$ cat config.mk
export PLATFORM = sky130hd
export DESIGN_NAME = bus_cpu8
export DESIGN_NICKNAME = d
export VERILOG_FILES = /design/src/rtl/bus_cpu8_pkg.sv /design/src/rtl/cpu_ram.sv /design/src/rtl/cpu_alu.sv /design/src/rtl/cpu_control.sv /design/src/rtl/cpu_datapath.sv /design/src/rtl/bus_cpu8.sv
export SDC_FILE = /design/constraint.sdc
export NUM_CORES = 2
export LEC_CHECK = 0
export BUFFER_PORTS_ARGS = -buffer_cell sky130_fd_sc_hd__buf_2
export CORE_UTILIZATION = 43
export DETAILED_ROUTE_END_ITERATION = 16
export HOLD_SLACK_MARGIN = 0.03
export PLACE_DENSITY = 0.59
export SKIP_LAST_GASP = 1
export SYNTH_ARGS = -nofsm -noshare
export SYNTH_HDL_FRONTEND = slang
export SYNTH_HIERARCHICAL = 1
export SYNTH_SLANG_ARGS = --single-unit
$ cat constraint.sdc
create_clock -name clk -period 11.4 [get_ports clk]
set_input_delay 1.14 -clock clk [delete_from_list [all_inputs] [get_ports clk]]
set_output_delay 1.14 -clock clk [all_outputs]
set_load 0.01 [all_outputs]
$ cat src/rtl/bus_cpu8_pkg.sv
package bus_cpu8_pkg;
  localparam int WORD_W = 8;
  localparam int NREG   = 4;
  localparam int SEL_W  = $clog2(NREG);
  localparam int STEP_W = 3;
  localparam int FLAG_W = 4;

  localparam logic [3:0] OPC_LOAD  = 4'h0;
  localparam logic [3:0] OPC_STORE = 4'h1;
  localparam logic [3:0] OPC_LIT   = 4'h2;

  typedef enum logic [2:0] {
    ALU_ADD = 3'd0, ALU_SHR = 3'd1, ALU_SHL = 3'd2, ALU_NOT = 3'd3,
    ALU_AND = 3'd4, ALU_OR  = 3'd5, ALU_XOR = 3'd6, ALU_CMP = 3'd7
  } aluOp_e;

  typedef struct packed {
    logic             drvPc;
    logic             drvRam;
    logic             drvAcc;
    logic             drvReg;
    logic [SEL_W-1:0] drvSel;
    logic             setMar;
    logic             setIr;
    logic             setPc;
    logic             setAcc;
    logic             setTmp;
    logic             setReg;
    logic [SEL_W-1:0] setSel;
    logic             setRam;
    logic             setFlags;
    logic             aluInc;
    aluOp_e           aluOp;
  } ctlStrobes_t;
endpackage

$ cat src/rtl/cpu_ram.sv
module cpu_ram #(
  parameter int AW = 8,
  parameter int DW = 8
) (
  input  logic          clk,
  input  logic          cpuWe,
  input  logic [AW-1:0] cpuAddr,
  input  logic [DW-1:0] cpuWdata,
  output logic [DW-1:0] cpuRdata,
  input  logic          preloadEn,
  input  logic [AW-1:0] preloadAddr,
  input  logic [DW-1:0] preloadData,
  input  logic [AW-1:0] peekAddr,
  output logic [DW-1:0] peekData
);
  localparam int DEPTH = 1 << AW;

  logic [DW-1:0] mem [DEPTH];
  logic          wrEn;
  logic [AW-1:0] wrAddr;
  logic [DW-1:0] wrData;

  // environment preload wins over a core write in the same cycle
  always_comb begin
    wrEn   = preloadEn | cpuWe;
    wrAddr = preloadEn ? preloadAddr : cpuAddr;
    wrData = preloadEn ? preloadData : cpuWdata;
  end

  always_ff @(posedge clk) begin
    if (wrEn) mem[wrAddr] <= wrData;
  end

  assign cpuRdata = mem[cpuAddr];
  assign peekData = mem[peekAddr];
endmodule

$ cat src/rtl/cpu_alu.sv
module cpu_alu
  import bus_cpu8_pkg::*;
#(
  parameter int W = WORD_W
) (
  input  logic [W-1:0] a,
  input  logic [W-1:0] b,
  input  logic         inc,
  input  aluOp_e       op,
  output logic [W-1:0] result,
  output logic         carry,
  output logic         aGreater,
  output logic         aEqual,
  output logic         isZero
);
  logic [W:0] sum;

  always_comb begin
    sum   = {1'b0, a} + {1'b0, b};
    carry = 1'b0;
    if (inc) begin
      result = a + {{(W-1){1'b0}}, 1'b1};
    end else begin
      unique case (op)
        ALU_ADD: begin result = sum[W-1:0]; carry = sum[W]; end
        ALU_SHR: begin result = {1'b0, a[W-1:1]}; carry = a[0]; end
        ALU_SHL: begin result = {a[W-2:0], 1'b0}; carry = a[W-1]; end
        ALU_NOT: result = ~a;
        ALU_AND: result = a & b;
        ALU_OR:  result = a | b;
        ALU_XOR: result = a ^ b;
        default: result = a ^ b;
      endcase
    end
    aGreater = a > b;
    aEqual   = a == b;
    isZero   = result == '0;
  end
endmodule

$ cat src/rtl/cpu_control.sv
module cpu_control
  import bus_cpu8_pkg::*;
#(
  parameter int W = WORD_W
) (
  input  logic              clk,
  input  logic              rst,
  input  logic [W-1:0]      ir,
  output logic [STEP_W-1:0] step,
  output ctlStrobes_t       ctl
);
  localparam logic [STEP_W-1:0] LAST_STEP = STEP_W'(7);

  logic             isAlu, isCmp;
  logic [SEL_W-1:0] aSel, bSel;

  always_ff @(posedge clk) begin
    if (rst)                    step <= STEP_W'(1);
    else if (step == LAST_STEP) step <= STEP_W'(1);
    else                        step <= step + STEP_W'(1);
  end

  always_comb begin
    isAlu = ir[W-1];
    isCmp = ir[6:4] == 3'b111;
    aSel  = ir[2*SEL_W-1:SEL_W];
    bSel  = ir[SEL_W-1:0];
    ctl   = '0;
    unique case (step)
      STEP_W'(1): begin
        ctl.drvPc = 1'b1; ctl.setMar = 1'b1; ctl.aluInc = 1'b1; ctl.setAcc = 1'b1;
      end
      STEP_W'(2): begin ctl.drvRam = 1'b1; ctl.setIr = 1'b1; end
      STEP_W'(3): begin ctl.drvAcc = 1'b1; ctl.setPc = 1'b1; end
      STEP_W'(4): begin
        if (isAlu) begin
          ctl.drvReg = 1'b1; ctl.drvSel = bSel; ctl.setTmp = 1'b1;
        end else if (ir[7:4] == OPC_LOAD || ir[7:4] == OPC_STORE) begin
          ctl.drvReg = 1'b1; ctl.drvSel = aSel; ctl.setMar = 1'b1;
        end else if (ir[7:4] == OPC_LIT) begin
          ctl.drvPc = 1'b1; ctl.setMar = 1'b1; ctl.aluInc = 1'b1; ctl.setAcc = 1'b1;
        end
      end
      STEP_W'(5): begin
        if (isAlu) begin
          ctl.drvReg = 1'b1; ctl.drvSel = aSel; ctl.setAcc = 1'b1;
          ctl.setFlags = 1'b1; ctl.aluOp = aluOp_e'(ir[6:4]);
        end else if (ir[7:4] == OPC_LOAD || ir[7:4] == OPC_LIT) begin
          ctl.drvRam = 1'b1; ctl.setReg = 1'b1; ctl.setSel = bSel;
        end else if (ir[7:4] == OPC_STORE) begin
          ctl.drvReg = 1'b1; ctl.drvSel = bSel; ctl.setRam = 1'b1;
        end
      end
      STEP_W'(6): begin
        if (isAlu && !isCmp) begin
          ctl.drvAcc = 1'b1; ctl.setReg = 1'b1; ctl.setSel = bSel;
        end else if (ir[7:4] == OPC_LIT) begin
          ctl.drvAcc = 1'b1; ctl.setPc = 1'b1;
        end
      end
      default: ;
    endcase
  end

  a_r2_step_walk: assert property (@(posedge clk) disable iff (rst)
    (step != LAST_STEP) |=> (step == $past(step) + STEP_W'(1)));
  a_r2_step_wrap: assert property (@(posedge clk) disable iff (rst)
    (step == LAST_STEP) |=> (step == STEP_W'(1)));
endmodule

$ cat src/rtl/cpu_datapath.sv
module cpu_datapath
  import bus_cpu8_pkg::*;
#(
  parameter int W = WORD_W
) (
  input  logic              clk,
  input  logic              rst,
  input  ctlStrobes_t       ctl,
  input  logic              preloadEn,
  input  logic [W-1:0]      preloadAddr,
  input  logic [W-1:0]      preloadData,
  input  logic [W-1:0]      peekAddr,
  output logic [W-1:0]      peekData,
  output logic [W-1:0]      irOut,
  output logic [W-1:0]      pcOut,
  output logic [FLAG_W-1:0] flagsOut
);
  logic [W-1:0]      pcReg, marReg, irReg, tmpReg, accReg;
  logic [FLAG_W-1:0] flagReg;
  logic [W-1:0]      gpr [NREG];
  logic [W-1:0]      bus, ramRd, aluRes;
  logic              aluC, aluGt, aluEq, aluZ;

  always_comb begin
    bus = '0;
    if      (ctl.drvPc)  bus = pcReg;
    else if (ctl.drvRam) bus = ramRd;
    else if (ctl.drvAcc) bus = accReg;
    else if (ctl.drvReg) bus = gpr[ctl.drvSel];
  end

  cpu_alu #(.W(W)) u_alu (
    .a(bus), .b(tmpReg), .inc(ctl.aluInc), .op(ctl.aluOp),
    .result(aluRes), .carry(aluC), .aGreater(aluGt), .aEqual(aluEq), .isZero(aluZ)
  );

  cpu_ram #(.AW(W), .DW(W)) u_ram (
    .clk(clk), .cpuWe(ctl.setRam), .cpuAddr(marReg), .cpuWdata(bus), .cpuRdata(ramRd),
    .preloadEn(preloadEn), .preloadAddr(preloadAddr), .preloadData(preloadData),
    .peekAddr(peekAddr), .peekData(peekData)
  );

  always_ff @(posedge clk) begin
    if (rst) begin
      pcReg <= '0; marReg <= '0; irReg <= '0; tmpReg <= '0; accReg <= '0; flagReg <= '0;
    end else begin
      if (ctl.setPc)    pcReg   <= bus;
      if (ctl.setMar)   marReg  <= bus;
      if (ctl.setIr)    irReg   <= bus;
      if (ctl.setTmp)   tmpReg  <= bus;
      if (ctl.setAcc)   accReg  <= aluRes;
      if (ctl.setFlags) flagReg <= {aluC, aluGt, aluEq, aluZ};
    end
  end

  for (genvar g = 0; g < NREG; g++) begin : g_gpr
    always_ff @(posedge clk) begin
      if (rst)                                        gpr[g] <= '0;
      else if (ctl.setReg && ctl.setSel == SEL_W'(g)) gpr[g] <= bus;
    end
  end

  assign irOut    = irReg;
  assign pcOut    = pcReg;
  assign flagsOut = flagReg;

  a_r11_single_driver: assert property (@(posedge clk) disable iff (rst)
    $onehot0({ctl.drvPc, ctl.drvRam, ctl.drvAcc, ctl.drvReg}));
endmodule

$ cat src/rtl/bus_cpu8.sv
module bus_cpu8
  import bus_cpu8_pkg::*;
(
  input  logic        clk,
  input  logic        rst,
  input  logic        preloadEn,
  input  logic [7:0]  preloadAddr,
  input  logic [7:0]  preloadData,
  input  logic [7:0]  peekAddr,
  output logic [7:0]  peekData,
  output logic [2:0]  stepOut,
  output logic [7:0]  pcOut,
  output logic [3:0]  flagsOut
);
  ctlStrobes_t       ctl;
  logic [WORD_W-1:0] irVal;
  logic [STEP_W-1:0] step;

  cpu_control #(.W(WORD_W)) u_control (
    .clk(clk), .rst(rst), .ir(irVal), .step(step), .ctl(ctl)
  );

  cpu_datapath #(.W(WORD_W)) u_datapath (
    .clk(clk), .rst(rst), .ctl(ctl),
    .preloadEn(preloadEn), .preloadAddr(preloadAddr), .preloadData(preloadData),
    .peekAddr(peekAddr), .peekData(peekData),
    .irOut(irVal), .pcOut(pcOut), .flagsOut(flagsOut)
  );

  assign stepOut = step;

  a_r3_fetch_advance: assert property (@(posedge clk) disable iff (rst)
    (step == 3'd3) |=> (pcOut == $past(pcOut) + 8'd1));
  a_r4_literal_skip: assert property (@(posedge clk) disable iff (rst)
    (step == 3'd6 && irVal[7:4] == OPC_LIT) |=> (pcOut == $past(pcOut) + 8'd1));
  a_r10_exec_pc_hold: assert property (@(posedge clk) disable iff (rst)
    (step >= 3'd4 && irVal[7:4] != OPC_LIT) |=> $stable(pcOut));
endmodule

[After elaboration in Yosys (flattened, before gate mapping)]
Memory sizes are Yosys's and may differ from the RTL's. A register that Yosys moved wholly into a read port is not among the register bits.
Index checks and enable logic that the tools add are counted.
Word-level totals
  output and inout bits: 23
  input port bits: 27
  RAM bits: 2080
  register bits: 47
  memories kept: 2
  word-level logic and storage cells: 119
Memories
  u_datapath.u_ram.mem: words 256, width 8, rd ports 2, clocked after Yosys merged registers in 1, write ports 1, RTL line cpu_ram.sv:18  | logic [DW-1:0] mem [DEPTH];
  u_datapath.gpr: words 4, width 8, rd ports 1, clocked after Yosys merged registers in 0, write ports 4, RTL line cpu_datapath.sv:20  | logic [W-1:0] gpr [NREG];
Cells by class
  multiplexer cells: 65
  reduce and logical (&&, ||, !) cells: 13
  bitwise gates (word level): 9
  add/sub/neg operators: 3
  $lt $le $gt $ge: 1
  eq/ne operators: 19
Operators by type and width (number)
  2-to-1 mux 8 bit: 13
  case mux 8 bit (6 select lines): 1
  2-to-1 mux 1 bit: 31
  2-to-1 mux 3 bit: 9
  equality test 3 bit (second input constant): 7
  equality test 3 x 2 -> 1 bit (second input constant): 4
  case mux 3 bit (2 select lines): 2
  case mux 1 bit (2 select lines): 5
  adder 8 x 8 -> 9 bit: 1
  adder 8 x 1 -> 8 bit (second input constant): 1
  bitwise AND 8 bit: 1
  equality test 8 bit: 1
  greater-than comparator 8 bit: 1
  logical NOT 8 bit: 1
  inverter 8 bit: 1
  bitwise OR 8 bit: 1
  XOR 8 bit: 1
  equality test 3 x 1 -> 1 bit (second input constant): 2
  case mux 1 bit (3 select lines): 2
  logical AND 1 bit: 5
  bitwise OR 1 bit: 5
  equality test 2 bit (second input constant): 2
  equality test 4 x 1 -> 1 bit (second input constant): 1
  equality test 4 x 2 -> 1 bit (second input constant): 1
  10 further kinds: 11

[Longest topological paths before layout]
An unclocked memory read counts as a cell.
  depth after elaboration: 14
  mapped depth: 26
  depth with buffers taken out: 22

[Cells and area by module]
The synthesis kept the hierarchy.
Modules (own cells, without submodules)
  cpu_ram: instances 1, area an instance 96002.1 um^2, cells an instance 5121, seq. area each 61499.0 um^2
  cpu_datapath: instances 1, area an instance 3540.9 um^2, cells an instance 306, seq. area each 1841.8 um^2
  cpu_alu: instances 1, area an instance 1393.8 um^2, cells an instance 207, seq. area each 0.0 um^2
  cpu_control: instances 1, area an instance 479.2 um^2, cells an instance 55, seq. area each 60.1 um^2

[Worst setup path after synthesis]
No wires, ideal clock.
  path type: flip-flop to flip-flop
  start point: register, netlist name u_datapath/marReg[0]
  end point: register u_datapath.flagReg[0], in the netlist u_datapath/flagsOut[0]
  path buffers: 3
  required time: 11.335 ns
  arrival: 5.067 ns
  library setup time: 0.065 ns
  cell stages (with the launch flop): 24
  setup slack: 6.268 ns
  clock period less this slack: 5.132 ns
  cell sequence: dfxtp_1 > buf_6 > buf_8 > buf_2 > mux4_2 > a221oi_1 > o32ai_1 > nor3_1 > nor4_1 > a221o_1 > a22oi_4 > inv_1 > ha_1 > inv_1 > fa_1 > nor2b_4 > o31a_1 > nor3b_1 > o41ai_2 > a22oi_1 > or4_1 > nor3_2 > mux2i_1 > nor2_1
RTL lines
  end signal, assigned: RTL line cpu_datapath.sv:52  | if (ctl.setFlags) flagReg <= {aluC, aluGt, aluEq, aluZ};
  end, declared: RTL line cpu_datapath.sv:19  | logic [FLAG_W-1:0] flagReg;

==> flow_summary.yaml <==
outcome:
  status: "complete, but fails checks"
  violations: "max-capacitance violations, max-slew violations"
pwr:
  irDropWorstVdd_v: 0.000179
  totalPowerFinal_uw: 20400
  p_leak_uw: 0.0338
  p_per_area_nw_per_um2: 183
yosys:
  synth_top_area_frac: 0.616
  syn_area_per_cell_um2: 17.8
  synthFlopType: "edfxtp_1"
  synth.area.top_cells: "edfxtp_1 62%, mux4_2 19%, mux2i_1 3.3%, a22oi_1 2.5%, nor2_1 1.4%"
  async_flop_share: 0
  syn_nets: 5748
  synth_cell_types: 90
  yosysTopAreaCell: "edfxtp_1"
  synth-edff-count: 2080
  ys_ff_latch: 2127
  synth_cells: 5689
  netlist_area_um2: 101000
  yosysWarnings: 6
  ys_seq_area_frac: 0.625
critical_path:
  crit_type: "reg2reg"
  timing.critical_path.slowest_cell_delay_ps: 980
  worst-path-buf-inv: 3
  r2r_slack_ps: 2960
  crit_chain: "buf_4 -> mux4_2 -> a22o_1 -> a221oi_1 -> o32ai_1 -> nor3_1 -> nor4_1 -> a221o_1 -> a22oi_4 -> inv_1 -> inv_1 -> ha_1 -> a211oi_1 -> o21bai_1 -> o311ai_0 -> mux2i_1 -> a221oi_1 -> a21oi_1 -> nor3_2 -> mux2i_1 -> nor2_1"
  setup.worst_path.end_class: "flop"
  crit-reg2reg-launch: "u_datapath/marReg[1]"
  cp.arrival_ps: 9270
  critPathSlowestCell: "a221oi_1"
  critPathTopFamily: "compound AO/OA/AOI/OAI gates"
  reg2reg_depth: 21
  cp.required_ps: 12230
  start_kind: "flop"
  rr_endpoint: "u_datapath/flagsOut[0]"
  path_max_fanout: 45
global_route:
  grt_pass1_wl_um: 456000
  grt_usage: 0.272
  grt_pass1_vias: 58900
  antenna_found_initial: 18
  grt_max_degree: 185
  grt_overflow: 0
run:
  maxCapViolCount: 1
layout:
  stdcell_area_um2: 111000
  nets: 5707
  fin_cells: 8971
  area_growth_pct: 9.75
  layout-drive-gt1-share: 0.256
  seq_area_um2: 63400
  multi_input_area_um2: 35100
  fillers: 19500
drt:
  drc: 0
  wl_um: 326000
  wl_per_cell_um: 36.4
  num_vias: 60900
  drt_iter0_markers: 8485
  drt_pre_antenna_iters: 6
  via_per_inst: 6.79
  ant_nets: 0
timing:
  hold_violations: 0
  maxSlewHeadroom: -0.0652
  fin_crit_sh: 0.740
  final.setup.tns_ps: 0
  timing.final.crit_period_ps: 8440
  fmax_mhz: 119
  worst_pin_slew_ps: 1580
  setup_viol: 0
  fin_worst_skew_ps: 81.3
  rsz0062_at_grt: "no"
  slew_viol_final: 2
placed_design:
  place_area_um2: 104000
  dp_hpwl_um: 207000
  gp_congestion: 0.922
  port_buffers: 49
  dpl.cell_count: 8557
clock_tree:
  clock_sinks: 2127
  cts_setup_buffers: 0
  cts_buffers: 221
  tritoncts: "done"
  cts_resized: 0
  cts_buffer_depth: 3
  root_buffer: "clkbuf_16"
  htreeDepth: 4
  clk_latency_ps: 920
  clk_pin_slew_ps: 60
  cts_hold_buf: 0
min_path:
  holdPathEnd: "u_datapath/flagsOut[2]"
  hold_path_class: "reg2reg"
  min-delay-start: "u_datapath/flagsOut[2]"
  hold_depth: 2
die:
  die-area_um2: 238000
  boundaryPins: 50
  core-area_um2: 233000
  die-width_um: 488
  die_height_um: 488
  num_rows: 177
  initial_core_util: 0.434
[routing by layer]
metal | track usage | wire length (um) | vias up
met5 | 0 | 36 | -
met4 | 0.123 | 16100 | 6
met3 | 0.0565 | 33400 | 619
met2 | 0.412 | 149000 | 3707
met1 | 0.380 | 128000 | 32500
li1 | - | - | 24000
[logic make-up after synthesis]
family | after synthesis | share of synthesized area
compound gates | 990 | 0.0734
fa+ha+maj | 32 | 0.00402
simple gates | 789 | 0.0359
mux | 1227 | 0.230
flops | 2127 | 0.625
buf+inv | 517 | 0.0311
xor+xnor | 7 | 0.000605
[power breakdown]
group          internal, uW  switching (uW)
clock                  3880            3140
sequential             9070            77.6
combinational          1380            2850
total                 14300            6080
[cells in the final DEF (no fill, tap or decap), types with 23 or more instances in the layout]
cell,Yosys,routed
dfxtp_1,47,42
a211oi_2,33,33
clkbuf_16,0,221
nand3_1,35,35
mux2i_1,335,335
o22ai_1,62,62
mux4_2,848,848
nor2_1,383,377
o21ai_0,35,34
nand2b_1,27,26
nor3_1,37,37
a221oi_1,34,34
o221ai_1,75,75
a21oi_1,182,182
buf_4,54,131
ha_1,31,31
nand2_1,148,147
a211oi_1,38,38
nor4_1,45,37
clkinv_1,0,49
a22o_1,36,36
clkbuf_1,163,52
buf_2,146,47
o211ai_1,31,31
mux4_1,23,23
inv_1,54,54
edfxtp_1,2080,2080
clkinv_2,0,42
a22oi_1,337,337
[synthesized netlist by cell type, drive strengths merged, types with 5 or more instances]
cell	number
nor3	39
and2	14
o32ai	11
dfxtp	47
nand3b	6
a221oi	34
a211oi	71
edfxtp	2080
nor3b	8
nand2b	27
nand4	12
ha	31
nor2	383
o22ai	70
a221o	10
a22o	36
xnor2	7
mux2i	335
nand2	149
a22oi	345
a31oi	18
o211ai	31
a2111oi	5
mux4	872
o221ai	75
o2bb2ai	17
and3	8
mux2	20
o21bai	8
or2	11
nand3	35
buf	297
a21oi	182
inv	54
o21ai	44
nor4	47
clkbuf	165
nor2b	31
[worst max path at each step]
stage	from	to	slack, ps	cells past startpoint
5_1_grt	u_datapath/marReg[0]	u_datapath/flagsOut[0]	2740	21
3_3_place_gp	u_datapath/marReg[0]	u_datapath/flagsOut[0]	3280	21
4_1_cts	u_datapath/marReg[0]	u_datapath/flagsOut[0]	3340	21
3_5_place_dp	u_datapath/marReg[1]	u_datapath/flagsOut[0]	3360	21
6_report	u_datapath/marReg[1]	u_datapath/flagsOut[0]	2960	21
2_1_floorplan	u_datapath/marReg[0]	u_datapath/flagsOut[0]	6270	23
[stage by stage]
| step | hold slack (ps) | utilization | setup WS (ps) |
|---|---|---|---|
| 3_3_place_gp | 473 | 0.447 | 3280 |
| 4_1_cts | 503 | 0.477 | 3340 |
| 5_1_grt | 546 | 0.477 | 2740 |
| 3_5_place_dp | 487 | 0.447 | 3360 |
| 6_report | 495 | 0.477 | 2960 |
| 2_1_floorplan | 462 | - | 6270 |
[flip-flops by register name (all words and copies together), names as in the netlist]
name and flops:
u_datapath/marReg 8, u_datapath/gpr 32, u_control/step 3, u_datapath/irOut 8, u_datapath/accReg 8, u_datapath/u_ram/mem 2048
u_datapath/tmpReg 8, u_datapath/pcOut 8, u_datapath/flagsOut 4
[final cells by class]
class                      instances  area share
sequential                      2127       0.570
multi-input combinational       3045       0.316
clock buffer                     275      0.0517
tap                             3132      0.0352
timing repair buffer             199      0.0146
clock inverter                   131      0.0109
inverter                          54     0.00182
antenna                            8    0.000180
[worst register-to-register path: stages, from the launching register on]
cell and delay (ps):
dfxtp_4 760, buf_4 750, mux4_2 440, a22o_1 270
a221oi_1 980, o32ai_1 460, nor3_1 710, nor4_1 270
a221o_1 470, a22oi_4 340, inv_1 240, inv_1 220
ha_1 320, a211oi_1 460, o21bai_1 200, o311ai_0 550
mux2i_1 150, a221oi_1 320, a21oi_1 110, nor3_2 200
mux2i_1 90, nor2_1 90
Power figures use the tool's default switching activity.
